[src/rtl/dma_chan_sched.sv]
module dma_chan_sched #(
  parameter int NCH   = 8,
  parameter int CNT_W = 12,
  localparam int IW   = (NCH > 1) ? $clog2(NCH) : 1
) (
  input  logic               clk,
  input  logic               rst_n,
  input  logic               ctrl_en,
  input  logic [32*NCH-1:0]  chan_cfg,
  input  logic [CNT_W*NCH-1:0] chan_cnt,
  input  logic [31:0]        periph_req,
  input  logic               busy,
  output logic               grant_valid,
  output logic [IW-1:0]      grant_idx,
  output logic [NCH-1:0]     grant_onehot,
  output logic [NCH-1:0]     unsup
);

  logic [NCH-1:0] elig;

  for (genvar c = 0; c < NCH; c++) begin : g_ch
    logic [31:0] cfg;
    logic [2:0]  flow;
    logic        src_ok, dst_ok, flow_ok, live;
    assign cfg     = chan_cfg[c*32 +: 32];
    assign flow    = cfg[13:11];
    assign src_ok  = periph_req[cfg[5:1]];
    assign dst_ok  = periph_req[cfg[10:6]];
    assign flow_ok = (flow == 3'd0) || (flow == 3'd1 && dst_ok) ||
                     (flow == 3'd2 && src_ok) || (flow == 3'd3 && src_ok && dst_ok);
    assign live    = cfg[0] && !cfg[18];
    assign unsup[c] = cfg[0] && flow[2];
    assign elig[c]  = ctrl_en && live && flow_ok && (chan_cnt[c*CNT_W +: CNT_W] != '0);
  end

  logic          gv;
  logic [IW-1:0] gi, ptr, gi_next, start;
  logic          pick_v;
  logic [IW-1:0] pick_i;

  assign gi_next = (int'(gi) == NCH-1) ? '0 : gi + 1'b1;
  assign start   = gv ? gi_next : ptr;

  always_comb begin
    int j;
    pick_v = 1'b0;
    pick_i = '0;
    for (int k = 0; k < NCH; k++) begin
      j = int'(start) + k;
      if (j >= NCH) j = j - NCH;
      if (!pick_v && elig[j]) begin
        pick_v = 1'b1;
        pick_i = IW'(j);
      end
    end
  end

  always_ff @(posedge clk) begin
    if (!rst_n) begin
      gv  <= 1'b0;
      gi  <= '0;
      ptr <= '0;
    end else if (gv && busy) begin
      gv <= gv;
    end else if (gv && elig[gi]) begin
      gv <= gv;
    end else begin
      gv <= pick_v;
      if (pick_v) gi <= pick_i;
      if (gv) ptr <= gi_next;
    end
  end

  assign grant_valid  = gv;
  assign grant_idx    = gi;
  assign grant_onehot = gv ? (NCH'(1) << gi) : '0;

  AST_OFF_NO_GRANT: assert property (@(posedge clk) disable iff (!rst_n)
    (!ctrl_en && !(grant_valid && busy)) |=> !grant_valid);
  AST_GRANT_ELIGIBLE: assert property (@(posedge clk) disable iff (!rst_n)
    !(grant_valid && busy) |=> (!grant_valid || ((($past(elig) >> grant_idx) & NCH'(1)) != '0)));
  AST_BUSY_HOLD: assert property (@(posedge clk) disable iff (!rst_n)
    (grant_valid && busy) |=> (grant_valid && $stable(grant_idx)));
  AST_STICKY: assert property (@(posedge clk) disable iff (!rst_n)
    (grant_valid && elig[grant_idx]) |=> (grant_valid && $stable(grant_idx)));
  AST_ONEHOT: assert property (@(posedge clk) disable iff (!rst_n)
    $onehot0(grant_onehot) && ((|grant_onehot) == grant_valid));

endmodule

[config.mk]
export PLATFORM = sky130hd
export DESIGN_NAME = dma_chan_sched
export DESIGN_NICKNAME = d
export VERILOG_FILES = /design/src/rtl/dma_chan_sched.sv
export SDC_FILE = /design/constraint.sdc
export NUM_CORES = 1
export LEC_CHECK = 0
export BUFFER_PORTS_ARGS = -buffer_cell sky130_fd_sc_hd__buf_2
export CAP_MARGIN = 20
export CORE_AREA = 4 4 157 159
export DETAILED_ROUTE_END_ITERATION = 8
export DIE_AREA = 0 0 161 163
export GPL_ROUTABILITY_DRIVEN = 0
export SYNTH_ARGS = -nofsm -noshare
export SYNTH_HDL_FRONTEND = slang
export SYNTH_SLANG_ARGS = --single-unit
[constraint.sdc]
create_clock -name clk -period 3.6 [get_ports clk]
set_input_delay 0.36 -clock clk [delete_from_list [all_inputs] [get_ports clk]]
set_output_delay 0.36 -clock clk [all_outputs]
set_load 0.02 [all_outputs]
# [Yosys cells after proc, flatten, opt, wreduce, memory -nomap -nowiden]
# Index checks and enable logic that the tools add are counted.
[totals] reg_bits=7 out_inout_bits=20 inputBits=388
[classes] add_sub_neg=16 n_reduce_logical=138 bitwise=2 shifts=1 n_eq_ne=25 n_lt_le_gt_ge=33 mux=85
[ops] op="$lt A32 B5 Y1 const B" n=8
[ops] op="$mux W32" n=8
[ops] op="$lt A5 B6 Y1 const B" n=16
[ops] op="$reduce_bool A12 Y1" n=8
[ops] op="$logic_and A1 B1 Y1" n=81
[ops] op="$bmux W1 S5" n=16
[ops] op="$eq A3 B2 Y1 const B" n=16
[ops] op="$mux W1" n=41
[ops] op="$sub A4 B4 Y5 const B" n=7
[ops] op="$mux W3" n=10
[ops] op="$ge A4 B4 Y1 const B" n=7
[ops] op="$bmux W1 S3" n=9
[ops] op="$eq A3 B1 Y1 const B" n=9
[ops] op="$logic_not A3 Y1" n=8
[ops] op="$logic_or A1 B1 Y1" n=24
[ops] op="$add A3 B3 Y4 const B" n=4
[ops] op="$logic_not A1 Y1" n=15
[ops] op="$add A3 B2 Y4 const B" n=2
[ops] op="$mux W8" n=1
[ops] op="$shl A1 B3 Y8 const A" n=1
[ops] op="$sub A3 B4 Y5 const B" n=1
[ops] op="$add A3 B1 Y4 const B" n=1
[ops] op="$ge A3 B4 Y1 const B" n=1
[ops] op="$lt A3 B4 Y1 const B" n=1
[ops] op="other kinds (4)" n=5

# [Longest topological paths before layout]
[logic_depth] word_depth=34 ltp_mapped=15 ltp_nobuf=14

# [Worst setup path before layout]
# No wires, ideal clock.
[synth_path] path_kind="reg-to-reg" startpoint="register gi[1] (netlist: grant_idx[1])" endpoint="register gi[1] (netlist: grant_idx[1])" setup_time_ns=0.116 stages_incl_launch_ff=15 synth_period_minus_slack_ns=3.755 arrival_ns=3.639 path_slack_ns=-0.155 cell_sequence="dfxtp_1 ha_1 ha_1 nor2_1 mux2i_1 buf_6 inv_2 ha_1 xnor2_1 mux4_2 a41oi_4 nand2_4 o221a_1 a311o_1 a41o_1"
[synth_between] elab_chain_len=31 elab_cells_between_ends=94 classes_between="add/sub (16); order compare (8); eq/ne (1); mux (52); bitwise (1); reduce/logical (16)"
[synth_lines] item="start, declared" line="37" rtl="logic [IW-1:0] gi, ptr, gi_next, start;"
[synth_lines] item="start signal, assigned" line="69" rtl="if (pick_v) gi <= pick_i;"
[synth_lines] item="$eq A3 B1 Y1 *" line="41" rtl="assign gi_next = (int'(gi) == NCH-1) ? '0 : gi + 1'b1;"
[synth_lines] item="$mux W3 *" line="41"
[synth_lines] item="$mux W3 *"
[synth_lines] item="via start[0]" line="37"
[synth_lines] item="parallel branches: the longest is 28 deep, another holds $sub A4 B4 Y5"
# Mark *: on every way through the listed nets, which the timed path passes. The select of a mux whose other input is x is not followed.
# A chain may end at the register's enable or synchronous reset.

# [Worst setup path in the final report]
[layout_path] startpoint="input periph_req[13]" endpoint="register gi[2] (netlist: grant_idx[2])"
[layout_between] elab_chain_len=34 elab_cells_between_ends=163 classes_between="mux (74); bitwise (1); reduce/logical (88)"
[layout_lines] item="start, declared" line="11" rtl="input logic [31:0] periph_req,"
[layout_lines] item="$bmux W1 S5" line="28" rtl="assign dst_ok = periph_req[cfg[10:6]];"
[layout_lines] item="$mux W1 (not written as such)" line="28"
[layout_lines] item="$logic_and A1 B1 Y1" line="29" rtl="assign flow_ok = (flow == 3'd0) || (flow == 3'd1 && dst_ok) ||"
[layout_lines] item="$logic_or A1 B1 Y1 (2 in series)" line="29"
[layout_lines] item="$logic_or A1 B1 Y1" line="30" rtl="(flow == 3'd2 && src_ok) || (flow == 3'd3 && src_ok && dst_ok);"
[layout_lines] item="$logic_and A1 B1 Y1 (2 in series)" line="33" rtl="assign elig[c] = ctrl_en && live && flow_ok && (chan_cnt[c*CNT_W +: CNT_W] != '0);"
[layout_lines] item="$bmux W1 S3" line="51" rtl="if (!pick_v && elig[j]) begin"
[layout_lines] item="$mux W1 (not written as such) (2 in series)" line="51"
[layout_lines] item="[... 15 more ...]"
[layout_lines] item="$mux W1" line="51"
[layout_lines] item="$logic_not A1 Y1" line="51"
[layout_lines] item="$logic_and A1 B1 Y1" line="51"
[layout_lines] item="$mux W1" line="51"
[layout_lines] item="$logic_not A1 Y1" line="51"
[layout_lines] item="$logic_and A1 B1 Y1" line="51"
[layout_lines] item="$mux W1" line="51"
[layout_lines] item="$reduce_and A3 Y1 (no source line)"
# Parallel ways exist; a longest one is shown, timed or not. The select of a mux whose other input is x is not followed.

==> metrics.md <==
| Metric | Value |
|---|---|
| Status | complete, but fails checks |
| Failing checks | negative setup slack |
| Hold WC Path Type | primary input to flip-flop |
| Syn Area/Cell | 8.84 µm² |
| GRT Residual Overflow | 0 |
| Net count, final | 1573 |
| Crit path cell chain | buf_6 > buf_4 > mux4_1 > mux2i_2 > mux4_2 > and2_0 > a311oi_2 > mux2_4 > mux4_2 > a41oi_4 > buf_6 > nand4_1 > and2_4 > and4bb_1 > a211oi_2 |
| Synth cell types | 80 |
| First-pass GRT wire length | 48000 µm |
| Critical R2R Capture | grant_idx[2] |
| DP Wirelength | 26200 µm |
| Post-route DRC | 0 |
| Share of cells above drive strength 1 | 54.0% |
| Post-route insts no fill | 1496 |
| Max-cap viol count | 0 |
| Part of the cycle the worst path needs | 103% |
| Clk_skew | 2.95 ps |
| CP endpoint kind | flip-flop |
| Clk root buf | clkbuf_16 |
| Htree depth | 1 |
| CP max-delay cell | mux4_1 |
| Synth Flop Type | dfxtp_1 |
| Die span in y | 163 µm |
| Rows | 56 |
| Area of the multi-input gates | 6230 µm² |
| First DRT Iteration DRCs | 796 |
| Full die area | 26200 µm² |
| Critical Path AT | 3860 ps |
| Core area | 23300 µm² |
| CTS Sinks | 7 |
| Max rail drop VDD | 303 µV |
| Flop-to-flop setup slack | 140 ps |
| Final hold viol count | 0 |
| Post-Place Cells | 1466 |
| Worst-margin pin slew | 551 ps |
| Clock Latency Late Sink | 230 ps |
| Crit Path Max Fanout | 6 |
| Endpoints failing setup | 2 |
| # fillers | 2306 |
| CTS tree | done |
| Leading area contributor after synthesis | mux2i_1 |
| RSZ-0062 raised after global routing | yes |
| Final setup margin | -111 ps |
| Vias in the first global route | 8398 |
| Clk buf depth | 2 |
| Die W | 161 µm |
| Placed cell area | 9720 µm² |
| Seq/Total Area, Yosys | 2.09% |
| PortBufs | 271 |
| Reg clk slew, reported paths | 30 ps |
| Top cells by count, synth | mux2i_1 (123), nand2_1 (51), mux4_2 (50) |
| Average wire per standard cell | 21.7 µm |
| Pwr Density | 331 nW/µm² |
| CTS Buf Count | 3 |
| Worst hold endpoint | grant_idx[0] |
| Slew margin rel. | 62.8% |
| IO Count | 408 |
| Hold depth | 3 |
| Vias per inst | 5.78 |
| Worst slack, placed | -421 ps |
| FMAX | 0.269 GHz |
| FF-to-FF path depth | 13 |
| Antenna Violating Nets Remaining | 0 |
| Global Route Usage Sum | 23.0% |
| Post-synth EDFFs | 0 |
| Crit Path Category | primary input to flip-flop |
| Final worst path period need | 3710 ps |
| Via count | 8652 |
| Antenna violations before repair | 2 |
| Data required time of the worst path | 3750 ps |
| Synth Warn # | 0 |
| Startpoint types | primary input |
| Seq. cell area | 143 µm² |
| Most numerous cell in the Yosys netlist | mux2i_1 |
| WL final | 32500 µm |
| Synth top area share | 18.3% |
| Syn-to-layout area delta | 54.8% |
| First drt pass iteration count | 5 |
| Leakage | 4.73 nW |
| Hold buffer count at cts | 0 |
| Syn Nets | 1155 |
| Setup_tns | -210 ps |
| Final Max Tran Viols | 0 |
| Crit-path max cell delay | 520 ps |
| Hold path startpoint | rst_n |
| Ranking of synthesized cells by area | mux2i_1 (18%), mux4_2 (17%), mux2_2 (7.2%), mux4_1 (6.7%), nor2b_1 (3.6%) |
| Syn Inst Count | 759 |
| Async SR Flop Fraction | 0% |
| Largest net degree at the start of global routing | 18 |
| Synth Cell Area | 6710 µm² |
| Initial core utilization | 28.9% |
| Fin area | 10400 µm² |
| Reg-to-reg startpoint | grant_idx[0] |
| Number of synthesized register bits | 7 |
[layout by cell type, fill, tap and decap left out, types with 19 or more instances in the layout]
cell,count
buf_2,233
mux2i_1,120
nor2b_1,39
buf_4,187
nand2_1,51
a21oi_1,22
nor2_1,25
nand2b_1,19
nor4_1,30
mux4_2,58
buf_6,49
mux2_2,40
nand3_1,26
[power breakdown]
group          internal [mW]  switching, mW  total (mW)
logic                   1.55           1.55        3.09
clock network          0.147         0.0412       0.188
registers              0.113         0.0461       0.160
total                   1.81           1.63        3.44
[final cells by class]
| cell class | count | share of cell area (%) |
|---|---|---|
| repair buffers | 490 | 33.5 |
| multi-input cells | 661 | 60.0 |
| clock buffers | 4 | 0.759 |
| well taps | 319 | 3.84 |
| inverters | 14 | 0.506 |
| diodes | 1 | 0.0241 |
| flip-flops and latches | 7 | 1.37 |
[cells by family (layout without fill, tap and decap cells)]
family	Yosys count	after routing	share of synthesized area, %
adder cells (fa/ha/maj)	8	8	1.49
multiplexers	233	233	49.0
buffers and inverters	91	508	6.79
other	0	1	0
XOR/XNOR	3	3	0.392
AO/OA/AOI/OAI	156	156	18.1
AND/OR/NAND/NOR	261	261	22.1
flip-flops	7	7	2.09
[routing by layer]
layer / up-vias / share of wire, % / track usage (%)
met5: - / 0 / 0
met4: 0 / 3.5 / 7.83
met3: 90 / 10 / 3.92
met2: 573 / 47 / 39.4
met1: 4091 / 39 / 29.5
li1: 3898 / - / -
[worst max-delay path by stage]
stage | depth (start not counted) | slack [ps] | startpoint | endpoint
6_report | 15 | -110 | periph_req[13] | grant_idx[2]
5_1_grt | 15 | -190 | periph_req[13] | grant_idx[2]
4_1_cts | 15 | -80 | periph_req[25] | grant_idx[1]
3_5_place_dp | 15 | -420 | periph_req[24] | grant_idx[1]
3_3_place_gp | 15 | -430 | periph_req[24] | grant_idx[1]
2_1_floorplan | 13 | 1 | chan_cfg[102] | grant_idx[1]
[flip-flops by register name, indices dropped and copies added, names as in the netlist]
signal / flops
grant_idx: 3
grant_valid: 1
ptr: 3
[critical path, delay by kind of cell]
family	cells	cell delay, ps
AO/OA/AOI/OAI	3	540
AND/OR/NAND/NOR	4	700
multiplexers	5	1850
buffers and inverters	3	410
[metrics by stage]
step | hold WS, ps | utilization (%) | power (mW)
after floorplan | 472 | - | 1.95
final | 422 | 44.7 | 3.44
after detailed placement | 489 | 41.8 | 2.97
after global placement | 484 | 41.8 | 2.95
after global routing | 432 | 44.7 | 3.67
after CTS | 433 | 42.5 | 3.24
[what timing repair did]
item | CTS | global route
cloned | 0 | 0
endpoints found under the hold margin | 0 | 0
setup endpoints to repair | 3 | 3
pin swaps | 3 | 8
setup buffers | 3 | 22
gates resized for setup | 20 | 135
(Power assumes the default switching activity.)
